File: config.mk
export PLATFORM = sky130hd
export DESIGN_NAME = spi_ctl_master
export DESIGN_NICKNAME = d
export VERILOG_FILES = /design/src/rtl/spi_ctl_pkg.sv /design/src/rtl/spi_ctl_timer.sv /design/src/rtl/spi_ctl_rx.sv /design/src/rtl/spi_ctl_master.sv
export SDC_FILE = /design/constraint.sdc
export NUM_CORES = 1
export LEC_CHECK = 0
export ABC_AREA = 0
export CAP_MARGIN = 10
export CORE_ASPECT_RATIO = 0.6
export CORE_UTILIZATION = 39
export CTS_BUF_LIST = sky130_fd_sc_hd__clkbuf_16
export DETAILED_ROUTE_END_ITERATION = 10
export DONT_BUFFER_PORTS = 1
export SYNTH_ARGS = -nofsm -noshare
export SYNTH_HDL_FRONTEND = slang
export SYNTH_SLANG_ARGS = --single-unit
File: constraint.sdc
create_clock -name clk_i -period 3.7 [get_ports clk_i]
set_clock_uncertainty 0.1 [all_clocks]
set_input_delay 0.37 -clock clk_i [delete_from_list [all_inputs] [get_ports clk_i]]
set_output_delay 0.37 -clock clk_i [all_outputs]
set_load 0.01 [all_outputs]
File: src/rtl/spi_ctl_pkg.sv
package spi_ctl_pkg;
  typedef enum logic [1:0] {ST_IDLE, ST_SHIFT, ST_GAP} st_e;
  typedef enum logic [1:0] {PH_LOW, PH_SET, PH_HIGH} ph_e;
endpackage

File: src/rtl/spi_ctl_timer.sv
module spi_ctl_timer #(
  parameter int PHASE_CYC = 125
) (
  input  logic clk_i,
  input  logic rst_ni,
  input  logic run_i,
  input  logic clr_i,
  output logic tick_o
);
  localparam int CW = $clog2(PHASE_CYC + 1);
  localparam logic [CW-1:0] LAST = CW'(PHASE_CYC - 1);

  logic [CW-1:0] cnt_q;

  assign tick_o = run_i && (cnt_q == LAST);

  always_ff @(posedge clk_i or negedge rst_ni) begin
    if (!rst_ni)     cnt_q <= '0;
    else if (clr_i)  cnt_q <= '0;
    else if (run_i)  cnt_q <= tick_o ? '0 : cnt_q + 1'b1;
  end
endmodule

File: src/rtl/spi_ctl_rx.sv
module spi_ctl_rx #(
  parameter int W = 8
) (
  input  logic         clk_i,
  input  logic         rst_ni,
  input  logic         shift_i,
  input  logic         bit_i,
  output logic [W-1:0] data_o
);
  always_ff @(posedge clk_i or negedge rst_ni) begin
    if (!rst_ni)      data_o <= '0;
    else if (shift_i) data_o <= {data_o[W-2:0], bit_i};
  end
endmodule

File: src/rtl/spi_ctl_master.sv
module spi_ctl_master
  import spi_ctl_pkg::*;
#(
  parameter int PHASE_CYC = 125,
  parameter int BYTE_W    = 8
) (
  input  logic              clk_i,
  input  logic              rst_ni,
  input  logic              req_i,
  input  logic              rd_i,
  input  logic [BYTE_W-1:0] chip_addr_i,
  input  logic [BYTE_W-1:0] map_i,
  input  logic [BYTE_W-1:0] wdata_i,
  output logic              busy_o,
  output logic              done_o,
  output logic [BYTE_W-1:0] rdata_o,
  output logic              cs_no,
  output logic              sclk_o,
  output logic              mosi_o,
  input  logic              miso_i
);
  localparam int FRAME_W = 3 * BYTE_W;
  localparam int SHORT_W = 2 * BYTE_W;
  localparam int BCNT_W  = $clog2(FRAME_W + 1);

  st_e                st_q;
  ph_e                ph_q;
  logic [FRAME_W-1:0] sr_q;
  logic [BCNT_W-1:0]  left_q;
  logic               rd_q, second_q;
  logic [BYTE_W-1:0]  addr_q;
  logic [BYTE_W-1:0]  rx_data;
  logic               tick, accept, in_bit, rx_shift;

  assign accept   = (st_q == ST_IDLE) && req_i;
  assign in_bit   = second_q && (left_q <= BCNT_W'(BYTE_W));
  assign rx_shift = tick && (st_q == ST_SHIFT) && (ph_q == PH_LOW) && in_bit;
  assign busy_o   = (st_q != ST_IDLE);

  spi_ctl_timer #(.PHASE_CYC(PHASE_CYC)) u_timer (
    .clk_i (clk_i),
    .rst_ni(rst_ni),
    .run_i (busy_o),
    .clr_i (accept),
    .tick_o(tick)
  );

  spi_ctl_rx #(.W(BYTE_W)) u_rx (
    .clk_i  (clk_i),
    .rst_ni (rst_ni),
    .shift_i(rx_shift),
    .bit_i  (miso_i),
    .data_o (rx_data)
  );

  always_ff @(posedge clk_i or negedge rst_ni) begin
    if (!rst_ni) begin
      st_q     <= ST_IDLE;
      ph_q     <= PH_LOW;
      sr_q     <= '0;
      left_q   <= '0;
      rd_q     <= 1'b0;
      second_q <= 1'b0;
      addr_q   <= '0;
      cs_no    <= 1'b1;
      sclk_o   <= 1'b1;
      mosi_o   <= 1'b0;
      done_o   <= 1'b0;
      rdata_o  <= '0;
    end else begin
      done_o <= 1'b0;
      unique case (st_q)
        ST_IDLE: if (req_i) begin
          st_q     <= ST_SHIFT;
          ph_q     <= PH_LOW;
          cs_no    <= 1'b0;
          sclk_o   <= 1'b0;
          rd_q     <= rd_i;
          second_q <= 1'b0;
          addr_q   <= chip_addr_i;
          if (rd_i) begin
            sr_q   <= {chip_addr_i[BYTE_W-1:1], 1'b0, map_i, {BYTE_W{1'b0}}};
            left_q <= BCNT_W'(SHORT_W);
          end else begin
            sr_q   <= {chip_addr_i[BYTE_W-1:1], 1'b0, map_i, wdata_i};
            left_q <= BCNT_W'(FRAME_W);
          end
        end
        ST_SHIFT: if (tick) begin
          unique case (ph_q)
            PH_LOW: begin
              ph_q <= PH_SET;
              if (!in_bit) begin
                mosi_o <= sr_q[FRAME_W-1];
                sr_q   <= sr_q << 1;
              end
            end
            PH_SET: begin
              sclk_o <= 1'b1;
              ph_q   <= PH_HIGH;
            end
            default: begin
              left_q <= left_q - 1'b1;
              if (left_q == BCNT_W'(1)) begin
                st_q  <= ST_GAP;
                cs_no <= 1'b1;
              end else begin
                ph_q   <= PH_LOW;
                sclk_o <= 1'b0;
              end
            end
          endcase
        end
        ST_GAP: if (tick) begin
          if (rd_q && !second_q) begin
            // second frame: address with read flag, then capture
            second_q <= 1'b1;
            st_q     <= ST_SHIFT;
            ph_q     <= PH_LOW;
            cs_no    <= 1'b0;
            sclk_o   <= 1'b0;
            sr_q     <= {addr_q[BYTE_W-1:1], 1'b1, {SHORT_W{1'b0}}};
            left_q   <= BCNT_W'(SHORT_W);
          end else begin
            st_q   <= ST_IDLE;
            done_o <= 1'b1;
            if (rd_q) rdata_o <= rx_data;
          end
        end
        default: st_q <= ST_IDLE;
      endcase
    end
  end
endmodule

==> flow_summary.toml, run 1 <==
[synth]
yosysTopAreaCellShare_pct = 48.29
ys_seq_area_share_pct = 49.80
synth_edf_count = 0
synth.avg_cell_area_um2 = 11.27
yosysWarnings = 0
syn-num-nets = 346
synth_top_family_by_area = "multiplexers"
ys_seq_elements = 69
ys_types = 45
synth_compound_area_share_pct = 12.90
synth_area_um2 = 3472
synth_area_leaders = "dfrtp_1 48%, mux2_2 9.4%, mux2_4 8.2%"
asyncSetResetFlopFracSynth_pct = 100.0
syn-instance-count = 308
synthSimpleGateAreaFrac_pct = 10.85
yosysTopAreaCell = "dfrtp_1"
synth_mux_area_share_pct = 18.56
synthAdderAreaFrac_pct = 3.243
synthFlopType = "dfrtp_1"
synth_xor_area_share_pct = 0.5045

[sta]
setup_violations = 0
period_share_pct = 68.15
hold_viol = 0
rsz0062_at_grt = "no"
tightest_slew_ps = 805.9
fin_crit_ps = 2522
slew_violations = 0
setup_tns_ps = 0
max_freq_ghz = 0.3966
maxSlewHeadroom_pct = 46.24

[critical_path]
cp-startpoint = "st_q[1]$_DFFE_PN0P_"
critPathKind = "reg -> reg"
r2r-start = "st_q[1]$_DFFE_PN0P_"
rrSetupSlack_ps = 1180
cpPeakStageDelay_ps = 730
cp.required_ps = 3870
crit_chain = "inv_1, ha_1, and2_0, a22o_1, mux2_2"
cp.arrival_ps = 2690
reg2regPathDepth = 5
cp_max_fo = 19
cp-end-kind = "flip-flop"
endpoint = "sr_q[2]$_DFFE_PN0P_"
crit_slowest_cell = "and2_0"
reg2reg_to = "sr_q[2]$_DFFE_PN0P_"
cp-start-kind = "flip-flop"

[placement]
port_buffers = 0
globalplace.congestion = 0.7821
dp_cells = 409
placed_area_um2 = 3551
dp_hpwl_um = 4614

[die]
io_pins = 42
coreArea_um2 = 8556
die_w_um = 123.8
start_util_pct = 40.58
die_h_um = 75.09
die_area_um2 = 9296
rows = 26

[pwr]
cellLeakagePower_uw = 0.001793
p_per_area_nw_per_um2 = 808.2
ir_drop_v = 0.0003188
fin_total_pwr_uw = 3122

[finish]
antenna_cells = 0
fin_cells = 426
final_core_util_pct = 45.14
multiInputGateArea_um2 = 1599
n_fill_cell = 788
final_nets = 348
drive_gt1_share_pct = 22.29
fin_area_um2 = 3862
syn2layout_area_growth_pct = 11.24
seq_area_um2 = 1729

[cts]
clk_path_buf_depth = 2
clock_latency_ps = 330
clk_pin_slew_ps = 50
cts_resized = 0
cts_root_buf = "clkbuf_16"
cts_tree = "done"
clkSinkCount = 69
post_cts_buffers = 0
cts-htree-levels = 3
cts_buffers = 9

[global_routing]
grt.overflow.total = 0
grt_pass1_wl_um = 10940
antenna_found_initial = 0
grt.total_usage_pct = 16.04
grt_pass1_vias = 2043
grt_max_degree = 70

[route]
wl_met2_um = 2759
wl_met3_um = 339
ant_nets = 0
via_per_inst = 5.188
drc_errors = 0
vias = 2210
drtPass1Iterations = 4
top_layer_used = "met4"
drt_iter0_drc = 120
wl_um = 6830
wl_met1_um = 3598
post_drt_wl_per_cell_um = 16.03

[run_status]
status = "finished clean"

[flow_run]
cap_violations = 0

[min_path]
hold_class = "in -> reg"
[synth_stat cells, types with 2 or more instances]
cell        n
a21oi_1    21
a22o_1      8
a22oi_1     7
and3_1      2
buf_6       3
clkbuf_1    7
dfrtp_1    67
dfstp_2     2
ha_1        9
inv_1      18
mux2_1      2
mux2_2     29
mux2_4     19
nand2_1    26
nand2b_1    6
nand3_1     4
nand4_1     3
nor2_1     21
nor2b_1     3
o211ai_1    2
o21ai_0    22
o2bb2ai_1   3
o31ai_1     2
[power by group]
part           internal [uW]  total [uW]  switching [uW]
Clock                    505         802             296
Combinational            573        1150             577
Sequential               996        1170             174
Total                   2070        3120            1050
[layout make-up]
class	count	area share (%)
flip-flops and latches	69	44.77
multi-input cells	208	41.40
clock buffers	9	5.831
well taps	112	3.628
inverters	18	1.749
repair buffers	4	1.361
clock inverters	6	1.263
[worst max-delay path, delay by kind of cell (launching register included)]
kind / cells / cell delay [ps]
AND/OR/NAND/NOR: 1 / 730
adder cells (fa/ha/maj): 1 / 700
flip-flops: 1 / 420
multiplexers: 1 / 140
AO/OA/AOI/OAI: 1 / 270
buffers and inverters: 1 / 100
[how the worst min path moves through the flow]
stage | from | endpoint | slack [ps] | cells past startpoint
global placement | rst_ni | sr_q[13]$_DFFE_PN0P_ | -20 | 0
global route | wdata_i[0] | sr_q[0]$_DFFE_PN0P_ | 70 | 2
floorplan | rst_ni | addr_q[1]$_DFFE_PN0P_ | -30 | 0
CTS | wdata_i[0] | sr_q[0]$_DFFE_PN0P_ | 70 | 2
detailed placement | rst_ni | sr_q[13]$_DFFE_PN0P_ | -20 | 0
finish | wdata_i[0] | sr_q[0]$_DFFE_PN0P_ | 80 | 2
[per-stage QoR]
| step | setup WS, ps | hold slack [ps] |
|---|---|---|
| after floorplan | 1579 | -25.59 |
| after global placement | 1212 | -24.27 |
| after detailed placement | 1179 | -24.49 |
| after CTS | 1175 | 66.51 |
| after global routing | 934.3 | 72.81 |
| final | 1178 | 78.31 |
[cells in the final DEF, fill, tap and decap left out, types with 3 or more instances in the layout]
cell | synthesis | layout
a22o_1 | 8 | 8
nand2_1 | 26 | 26
o21ai_0 | 22 | 22
o2bb2ai_1 | 3 | 3
nor2b_1 | 3 | 3
mux2_2 | 29 | 29
nand4_1 | 3 | 3
a22oi_1 | 7 | 7
mux2_4 | 19 | 19
nand2b_1 | 6 | 6
nand3_1 | 4 | 4
inv_1 | 18 | 21
a21oi_1 | 21 | 21
ha_1 | 9 | 9
dfrtp_1 | 67 | 67
clkbuf_16 | 0 | 9
nor2_1 | 21 | 21
[layer usage]
metal	up-vias	global-route usage, %
li1	1083	-
met3	11	6.591
met2	33	20.31
met1	1083	23.36
met4	0	7.095
met5	-	0
[logic make-up after synthesis]
kind of cell | Yosys count
XOR/XNOR | 2
buffers and inverters | 31
AO/OA/AOI/OAI | 71
adder cells (fa/ha/maj) | 9
flip-flops | 69
AND/OR/NAND/NOR | 75
multiplexers | 51
[state kept, by name, indices dropped and copies added, names as in the netlist, 2 cells and up]
name,cells
sr_q,24
rdata_o,8
u_rx.data_o,8
addr_q,7
u_timer.cnt_q,7
left_q,5
ph_q,2
st_q,2
[timing repair]
action,CTS,global route
hold endpoints to repair,69,0
hold buffers,2,0
setup endpoints to repair,0,0
No activity file was read; power rests on OpenSTA's default activity.
==> inputs of run 2 (changes only) <==
- clock period: 3.7 -> 2.3 ns (I/O delays scaled with it)
==> run 2 against run 1 <==
  * Clock power grew 78%
  * Combinational power is 80% higher
  * Critical path depth grew 4
  * Fmax grew 14%
  * Power increased by 73%
  * Via count up 5.0%
  * Non-clock buffer count grew 24
  * Worst hold slack lost 20 ps
  * Global-route usage is 0.69 points higher
  * Worst setup slack worse by 1100 ps
==> flow_summary.toml, run 2 (synthesis gave the netlist of run 1 again) <==
[pwr]
combPwrFrac_pct = 38.5
switching_share_pct = 32.55
p_int_uw = 3632
p_per_area_nw_per_um2 = 1302
switchingPower_uw = 1753
ir_drop_v = 0.0006016
cellLeakagePower_uw = 0.001932
seqPwrFrac_pct = 35.1
p_clk_share_pct = 26.5

[placement]
dp_hpwl_um = 4800
port_buffers = 0
dp_cells = 423
pre_cts_ws_ps = 81.31
globalplace.congestion = 0.7987

[sta]
slew_violations = 0
max_freq_ghz = 0.4509
maxSlewHeadroom_pct = 69.48
setup_tns_ps = 0
rsz0062_at_grt = "no"
fin_crit_ps = 2218
tightest_slew_ps = 456.7
setup_ws_ps = 82.39
setup_violations = 0
period_share_pct = 96.42
hold_viol = 0

[finish]
regMostFlops = "sr_q"
largest_reg_flops = 24
n_fill_cell = 788
final_common_cell = "dfrtp_1"
final_nets = 372
multiInputGateArea_um2 = 1608
syn2layout_area_growth_pct = 19.14
fin_cells = 451
seq_area_um2 = 1729
final_cell_mix = "67 x dfrtp_1, 29 x mux2_2, 26 x nand2_1"
antenna_cells = 0
drive_gt1_share_pct = 25.96
top_regs = "sr_q x24, rdata_o x8, u_rx.data_o x8"

[global_routing]
grt.total_usage_pct = 16.74
grt.overflow.total = 0
grtUsageMet2_pct = 23.09
grt_max_degree = 70
grtUsageMet1_pct = 24.02
grt_use_met3_pct = 6.061
antenna_found_initial = 0
grt_pass1_vias = 2306
grt_pass1_wl_um = 11610
busiest_layer = "met1"

[critical_path]
cp_max_fo = 10
cp.required_ps = 2410
cp-startpoint = "u_timer.cnt_q[0]$_DFFE_PN0P_"
r2r-start = "u_timer.cnt_q[0]$_DFFE_PN0P_"
cp.arrival_ps = 2330
critPathKind = "reg -> reg"
cp-start-kind = "flip-flop"
cp-end-kind = "flip-flop"

[flow_run]
cap_violations = 0

[route]
post_drt_wl_per_cell_um = 15.72
vias = 2321
drt_iter0_drc = 144
via_per_inst = 5.146
drc_errors = 0
drtPass1Iterations = 4
wl_um = 7089
ant_nets = 0

[cts]
clkSinkCount = 69
cts_tree = "done"
cts_root_buf = "clkbuf_16"
clock_latency_ps = 330
clk_pin_slew_ps = 50
cts_buffers = 9
cts-htree-levels = 3
clk_path_buf_depth = 2
post_cts_buffers = 0

[run_status]
status = "finished clean"

[die]
start_util_pct = 40.58
rows = 26
die_h_um = 75.09
die_w_um = 123.8
coreArea_um2 = 8556
die_area_um2 = 9296
io_pins = 42

[min_path]
hold_class = "in -> reg"
min-delay-start = "wdata_i[3]"
[run 2: final cells by class]
class | instances | area share (%)
multi-input combinational | 208 | 38.87
tap | 112 | 3.388
timing repair buffer | 28 | 6.836
clock buffer | 9 | 5.445
sequential | 69 | 41.80
inverter | 18 | 1.633
clock inverter | 7 | 2.027
[run 2: layer usage]
layer	vias up	routed length (um)
met5	-	0
met4	0	49
met3	4	318
met2	40	3049
met1	1140	3671
li1	1137	-
[run 2: worst paths after layout]
| kind | to | slack, ps | cells past startpoint |
|---|---|---|---|
| max in group asynchronous | cs_no$_DFFE_PN1P_ | 1440 | 2 |
| hold / removal | sr_q[3]$_DFFE_PN0P_ | 60 | 2 |
| min in group asynchronous | sr_q[13]$_DFFE_PN0P_ | 330 | 2 |
| setup reg to reg | ph_q[0]$_DFFE_PN0P_ | 80 | 9 |
| setup / recovery | ph_q[0]$_DFFE_PN0P_ | 80 | 9 |
| hold reg to reg | u_rx.data_o[7]$_DFFE_PN0P_ | 400 | 1 |
[run 2: timing repair]
| action | in CTS | in global routing |
|---|---|---|
| endpoints found under the hold margin | 79 | 0 |
| resized for setup | 0 | 3 |
| endpoints found under the setup margin | 0 | 11 |
| hold buffers | 12 | 0 |
[run 2: worst max-delay path, cell delays in order, from the launching register on]
cell	delay, ps
dfrtp_1	410
inv_1	70
ha_1	150
nand4_1	130
buf_4	170
nor3_4	290
o21a_2	210
buf_4	180
nand2_1	70
mux2_1	310
[run 2: through the flow]
step	instance area (um^2)	hold slack, ps	power (uW)	utilization, %
3_3_place_gp	3681	-163.8	3850	43.02
4_1_cts	4128	44.94	5437	48.25
6_report	4136	58.67	5385	48.35
3_5_place_dp	3681	-164.3	3915	43.02
2_1_floorplan	3472	-165.6	3402	-
5_1_grt	4136	52.46	5742	48.35
[run 2: power by group through the flow]
stage	Combinational (uW)	Sequential [uW]	Clock, uW
after floorplan	1590	1810	0
after global placement	1970	1880	0
after detailed placement	2020	1890	0
after CTS	2080	1880	1470
after global routing	2280	1940	1520
final	2070	1890	1430
